--- src/rtl/irq_pkg.sv ---
package irq_pkg;
  localparam int unsigned BUS_W = 8;
  localparam logic [7:0] CMD_EOI_TOP = 8'h20;
  localparam logic [4:0] CMD_EOI_LVL = 5'b01100;
  localparam logic [1:0] ADR_REQ_CMD = 2'd0;
  localparam logic [1:0] ADR_MASK    = 2'd1;
  localparam logic [1:0] ADR_SERVICE = 2'd2;
endpackage

--- src/rtl/edge_latch.sv ---
module edge_latch #(
  parameter int unsigned N = 8
) (
  input  logic         clk,
  input  logic         rst,
  input  logic [N-1:0] din,
  output logic [N-1:0] rise
);
  logic [N-1:0] prev_q;
  for (genvar g = 0; g < N; g++) begin : g_line
    always_ff @(posedge clk) begin
      if (rst) prev_q[g] <= 1'b0;
      else     prev_q[g] <= din[g];
    end
    assign rise[g] = din[g] & ~prev_q[g];
  end
endmodule

--- src/rtl/prio_pick.sv ---
module prio_pick #(
  parameter int unsigned N  = 8,
  parameter int unsigned LW = $clog2(N)
) (
  input  logic [N-1:0]  vec,
  output logic [LW-1:0] lvl,
  output logic          vld
);
  always_comb begin
    lvl = '0;
    vld = 1'b0;
    for (int i = N - 1; i >= 0; i--) begin
      if (vec[i]) begin
        lvl = LW'(i);
        vld = 1'b1;
      end
    end
  end
endmodule

--- src/rtl/cmd_decode.sv ---
module cmd_decode
  import irq_pkg::*;
#(
  parameter int unsigned N  = 8,
  parameter int unsigned LW = $clog2(N)
) (
  input  logic             bus_wr,
  input  logic [1:0]       bus_addr,
  input  logic [BUS_W-1:0] bus_wdata,
  input  logic [LW-1:0]    top_lvl,
  input  logic             top_vld,
  output logic [N-1:0]     clr_vec,
  output logic             mask_we,
  output logic [N-1:0]     mask_d
);
  logic cmd_we;
  assign cmd_we  = bus_wr && (bus_addr == ADR_REQ_CMD);
  assign mask_we = bus_wr && (bus_addr == ADR_MASK);
  assign mask_d  = bus_wdata[N-1:0];

  always_comb begin
    clr_vec = '0;
    if (cmd_we) begin
      if (bus_wdata == CMD_EOI_TOP) begin
        if (top_vld) clr_vec[top_lvl] = 1'b1;
      end else if (bus_wdata[7:3] == CMD_EOI_LVL) begin
        clr_vec[bus_wdata[LW-1:0]] = 1'b1;
      end
    end
  end
endmodule

--- src/rtl/prio_irq_ctrl.sv ---
module prio_irq_ctrl
  import irq_pkg::*;
#(
  parameter int unsigned NUM_LINES = 8,
  localparam int unsigned LVL_W    = $clog2(NUM_LINES)
) (
  input  logic                 clk,
  input  logic                 rst,
  input  logic [NUM_LINES-1:0] irq_in,
  input  logic                 int_ack,
  output logic                 irq_out,
  output logic [LVL_W-1:0]     ack_level,
  input  logic [1:0]           bus_addr,
  input  logic                 bus_wr,
  input  logic [BUS_W-1:0]     bus_wdata,
  output logic [BUS_W-1:0]     bus_rdata
);
  logic [NUM_LINES-1:0] irr_q, isr_q, mask_q;
  logic [NUM_LINES-1:0] irr_n, isr_n, mask_n;
  logic [NUM_LINES-1:0] rise, clr_vec, grant_vec, mask_d;
  logic                 mask_we, grant, irq_q, irq_n;
  logic [LVL_W-1:0]     p_lvl, s_lvl, pn_lvl, sn_lvl, lvl_q;
  logic                 p_vld, s_vld, pn_vld, sn_vld;
  logic [BUS_W-1:0]     rd_n, rd_q;

  edge_latch #(.N(NUM_LINES)) u_edge (
    .clk(clk), .rst(rst), .din(irq_in), .rise(rise)
  );

  prio_pick #(.N(NUM_LINES), .LW(LVL_W)) u_pick_pend (
    .vec(irr_q & ~mask_q), .lvl(p_lvl), .vld(p_vld)
  );
  prio_pick #(.N(NUM_LINES), .LW(LVL_W)) u_pick_svc (
    .vec(isr_q), .lvl(s_lvl), .vld(s_vld)
  );

  cmd_decode #(.N(NUM_LINES), .LW(LVL_W)) u_cmd (
    .bus_wr(bus_wr), .bus_addr(bus_addr), .bus_wdata(bus_wdata),
    .top_lvl(s_lvl), .top_vld(s_vld),
    .clr_vec(clr_vec), .mask_we(mask_we), .mask_d(mask_d)
  );

  assign grant = int_ack & irq_q;

  always_comb begin
    grant_vec = '0;
    if (grant && p_vld) grant_vec[p_lvl] = 1'b1;
  end

  assign irr_n  = (irr_q & ~grant_vec) | rise;
  assign isr_n  = (isr_q & ~clr_vec) | grant_vec;
  assign mask_n = mask_we ? mask_d : mask_q;

  prio_pick #(.N(NUM_LINES), .LW(LVL_W)) u_pick_pend_n (
    .vec(irr_n & ~mask_n), .lvl(pn_lvl), .vld(pn_vld)
  );
  prio_pick #(.N(NUM_LINES), .LW(LVL_W)) u_pick_svc_n (
    .vec(isr_n), .lvl(sn_lvl), .vld(sn_vld)
  );

  assign irq_n = pn_vld && (!sn_vld || (pn_lvl < sn_lvl));

  always_comb begin
    rd_n = '0;
    case (bus_addr)
      ADR_REQ_CMD: rd_n[NUM_LINES-1:0] = irr_q;
      ADR_MASK:    rd_n[NUM_LINES-1:0] = mask_q;
      ADR_SERVICE: rd_n[NUM_LINES-1:0] = isr_q;
      default:     rd_n = '0;
    endcase
  end

  always_ff @(posedge clk) begin
    if (rst) begin
      irr_q  <= '0;
      isr_q  <= '0;
      mask_q <= '1;
      irq_q  <= 1'b0;
      lvl_q  <= '0;
      rd_q   <= '0;
    end else begin
      irr_q  <= irr_n;
      isr_q  <= isr_n;
      mask_q <= mask_n;
      irq_q  <= irq_n;
      rd_q   <= rd_n;
      if (grant) lvl_q <= p_lvl;
    end
  end

  assign irq_out   = irq_q;
  assign ack_level = lvl_q;
  assign bus_rdata = rd_q;
endmodule

--- config.mk ---
export PLATFORM = sky130hd
export DESIGN_NAME = prio_irq_ctrl
export DESIGN_NICKNAME = d
export VERILOG_FILES = /design/src/rtl/irq_pkg.sv /design/src/rtl/edge_latch.sv /design/src/rtl/prio_pick.sv /design/src/rtl/cmd_decode.sv /design/src/rtl/prio_irq_ctrl.sv
export SDC_FILE = /design/constraint.sdc
export NUM_CORES = 1
export LEC_CHECK = 0
export ABC_AREA = 0
export BUFFER_PORTS_ARGS = -buffer_cell sky130_fd_sc_hd__buf_2
export CELL_PAD_IN_SITES_DETAIL_PLACEMENT = 0
export CELL_PAD_IN_SITES_GLOBAL_PLACEMENT = 1
export CORE_AREA = 5 5 83 85
export CTS_BUF_LIST = sky130_fd_sc_hd__clkbuf_8
export CTS_CLUSTER_DIAMETER = 80
export DETAILED_ROUTE_END_ITERATION = 16
export DIE_AREA = 0 0 88 90
export PLACE_DENSITY_LB_ADDON = 0.1
export SLEW_MARGIN = 0
export SYNTH_ARGS = -nofsm -noshare
export SYNTH_HDL_FRONTEND = slang
export SYNTH_SLANG_ARGS = --single-unit
--- constraint.sdc ---
create_clock -name clk -period 9.44 [get_ports clk]
set_input_delay 1.416 -clock clk [delete_from_list [all_inputs] [get_ports clk]]
set_output_delay 1.416 -clock clk [all_outputs]
set_load 0.005 [all_outputs]
==> impl_metrics.toml <==
[run_status]
status = "completed"

[die]
start_util = 0.3897
die-area_um2 = 7920
ioPinCount = 34
core_um2 = 6132
dieHeight_um = 90
rows = 29
die_x_um = 88

[route]
drc = 0
wl_um = 6486
wl_per_cell_um = 16.59
drtPass1Iterations = 4
via_per_inst = 5.547
dr_total_vias = 2169
drt-initial-drc-count = 110
ant_nets = 0

[timing]
tightest_slew_ps = 785.0
setup_ws_ps = 5290
clock.fmax_mhz = 240.9
fin_skew_ps = 5.762
slew_violations = 0
hold_violations = 0
fin_setup_tns_ps = 0
grt_setup_unrepaired = "no"
period_share = 0.4397
finalSetupViolations = 0
slew_headroom = 0.4767
post-route-min-period_ps = 4150

[cts]
htreeDepth = 2
worstSkewPairLatency_ps = 300
clk_pin_slew_ps = 80
clkSinkCount = 44
cts-resized-gates = 0
clock_tree.buffer_depth = 2
root_buffer = "clkbuf_8"
cts_hold_buf = 0
cts_buffers = 5
post-cts-setup-buffers = 0
cts_tree = "done"

[synthesis]
yosysTopAreaCell = "dfxtp_1"
yosys.area.top_type_share = 0.3686
syn_area_um2 = 2390
syn_inst = 286
synth-edff-count = 0
avgSynthCellArea_um2 = 8.356
yosys-top-cells-area = "dfxtp_1 37%, mux2i_1 5.9%, nor2_1 5.7%, nor2b_1 5.5%, a21oi_1 5.2%"
syn_nets = 310
ys_ff_latch = 44
synth-seq-area-share = 0.3686
dominantRegCellSynth = "dfxtp_1"
synth_cell_type_count = 57
yosysWarningCount = 0
synthArstFlopShare = 0

[placement]
dp_hpwl_um = 5048
gp_congestion = 0.8560
dp.cells = 383
portBuffers = 33
post-place-ws_ps = 5013
placed_cell_area_um2 = 2585

[worst_setup_path]
startpoint_type = "input port"
crit_type = "input port to flip-flop"
crit_path_end = "irq_out"
crit_start = "bus_addr[1]"
path_buf_inv = 2
cp.depth = 13
critPathMaxFanout = 11
r2r_start = "mask_q[0]"
r2r_cells = 12
critPathSlowestCell = "or4_1"
crit_path_end_kind = "flip-flop"
arrival_ps = 4400
slowest_delay_ps = 530
required_ps = 9690
rr_endpoint = "irq_out"
timing.reg2reg.setup_slack_ps = 6050
cp_cell_sequence = "buf_2 > nand3b_1 > mux2i_1 > o21ai_0 > clkinv_1 > o311a_1 > a21oi_1 > nor2_1 > ha_1 > or4_1 > o221ai_1 > o31a_1 > o21a_1"
cpLargestDelayFamily = "simple AND/OR/NAND/NOR gates"

[global_route]
grt_max_degree = 45
overflow = 0
grt_pass1_wl_um = 10490
grt_pass1_vias = 2042
grt_antenna_before_repair = 0
grt_usage = 0.1693

[flow_run]
maxCapViolations = 0

[layout]
num-fill-cells = 653
nNetsFinal = 337
fin_util = 0.4366
fin_area_um2 = 2678
area_growth_pct = 12.04
instances_no_fill = 391
antenna_cells = 0
drive_gt1_frac = 0.1783

[worst_hold_path]
hp-start = "ack_level[1]"
min_path_type = "flip-flop to flip-flop"

[pwr]
p_per_area_nw_per_um2 = 142.9
ir_drop_mv = 0.06507
p_leak_nw = 1.122
==> worst reg2reg max path, cell delays in order (launching register included) <==
cell	delay [ps]
dfxtp_1	420
nor2b_1	140
a211oi_1	570
nand4_1	280
a21oi_1	360
o21ai_0	180
a21oi_1	140
nor2_1	60
ha_1	210
or4_1	530
o221ai_1	160
o31a_1	160
o21a_1	110
==> through the flow <==
| stage | hold slack, ps | total power [mW] |
|---|---|---|
| floorplan | 448.3 | 0.2448 |
| global placement | 441.6 | 0.2638 |
| detailed placement | 450.5 | 0.2641 |
| CTS | 463.0 | 0.3873 |
| global route | 504.0 | 0.4049 |
| finish | 457.8 | 0.3827 |
==> layout make-up <==
type	instances	area [um2]	area share
Sequential cell	44	880.8	0.3290
Multi-Input combinational cell	222	1416	0.5290
Inverter	7	26.28	0.009813
Clock buffer	6	82.58	0.03084
Tap cell	77	96.34	0.03598
Clock inverter	2	10.01	0.003738
Timing Repair Buffer	33	165.2	0.06168
==> synth_stat cells, types with 3 or more instances <==
| cell type | count |
|---|---|
| dfxtp_1 | 44 |
| nor2_1 | 36 |
| a21oi_1 | 25 |
| nor2b_1 | 21 |
| nand2_1 | 19 |
| nand2b_1 | 16 |
| mux2i_1 | 14 |
| o21ai_0 | 12 |
| clkbuf_1 | 8 |
| a211oi_1 | 6 |
| inv_1 | 6 |
| nor3_1 | 6 |
| nand3_1 | 5 |
| o31ai_1 | 4 |
| or4_1 | 4 |
| a22oi_1 | 3 |
| and3_1 | 3 |
| nand4_1 | 3 |
==> worst min-delay path by stage <==
| stage | slack (ps) | cells past startpoint | end |
|---|---|---|---|
| after floorplan | 450 | 2 | ack_level[1] |
| after global placement | 440 | 2 | ack_level[1] |
| after detailed placement | 450 | 2 | ack_level[1] |
| after CTS | 460 | 2 | ack_level[1] |
| after global routing | 500 | 2 | ack_level[1] |
| final | 460 | 2 | ack_level[1] |
==> metal layers <==
metal  global-route usage  wire length, um  part of all wire
met3              0.02925              351             0.054
met2               0.2563             2889              0.45
met5                    0                0                 0
met4              0.04476               71             0.011
met1               0.2453             3173              0.49
==> report_power, final <==
group / internal (mW) / switching [mW] / leakage, nW
registers: 0.194 / 0.00646 / 0.362
clock network: 0.0585 / 0.0646 / 0.0510
logic: 0.0253 / 0.0335 / 0.709
==> kinds of logic (layout without fill, tap and decap cells) <==
kind of cell    count (synthesis)  after routing  share of synthesized area
compound gates                 73             73                     0.2105
fa+ha+maj                       2              2                    0.01047
buf+inv                        20             48                    0.03874
flops                          44             44                     0.3686
mux                            16             16                    0.06806
simple gates                  131            131                     0.3037
==> placed cells by master (no fill, tap or decap), types with 3 or more instances in the layout <==
master	synthesis	layout
a211oi_1	6	6
a21oi_1	25	25
a22oi_1	3	3
and3_1	3	3
buf_2	2	33
clkbuf_8	0	6
dfxtp_1	44	44
inv_1	6	6
mux2i_1	14	14
nand2_1	19	19
nand2b_1	16	16
nand3_1	5	5
nand4_1	3	3
nor2_1	36	36
nor2b_1	21	21
nor3_1	6	6
o21ai_0	12	12
o31ai_1	4	4
or4_1	4	4
==> flip-flops by register name, indices dropped and copies added, names as in the netlist <==
signal / flops
isr_q: 8
irr_q: 8
irq_out: 1
mask_q: 8
ack_level: 3
bus_rdata: 8
u_edge.prev_q: 8
(Power assumes the default switching activity.)
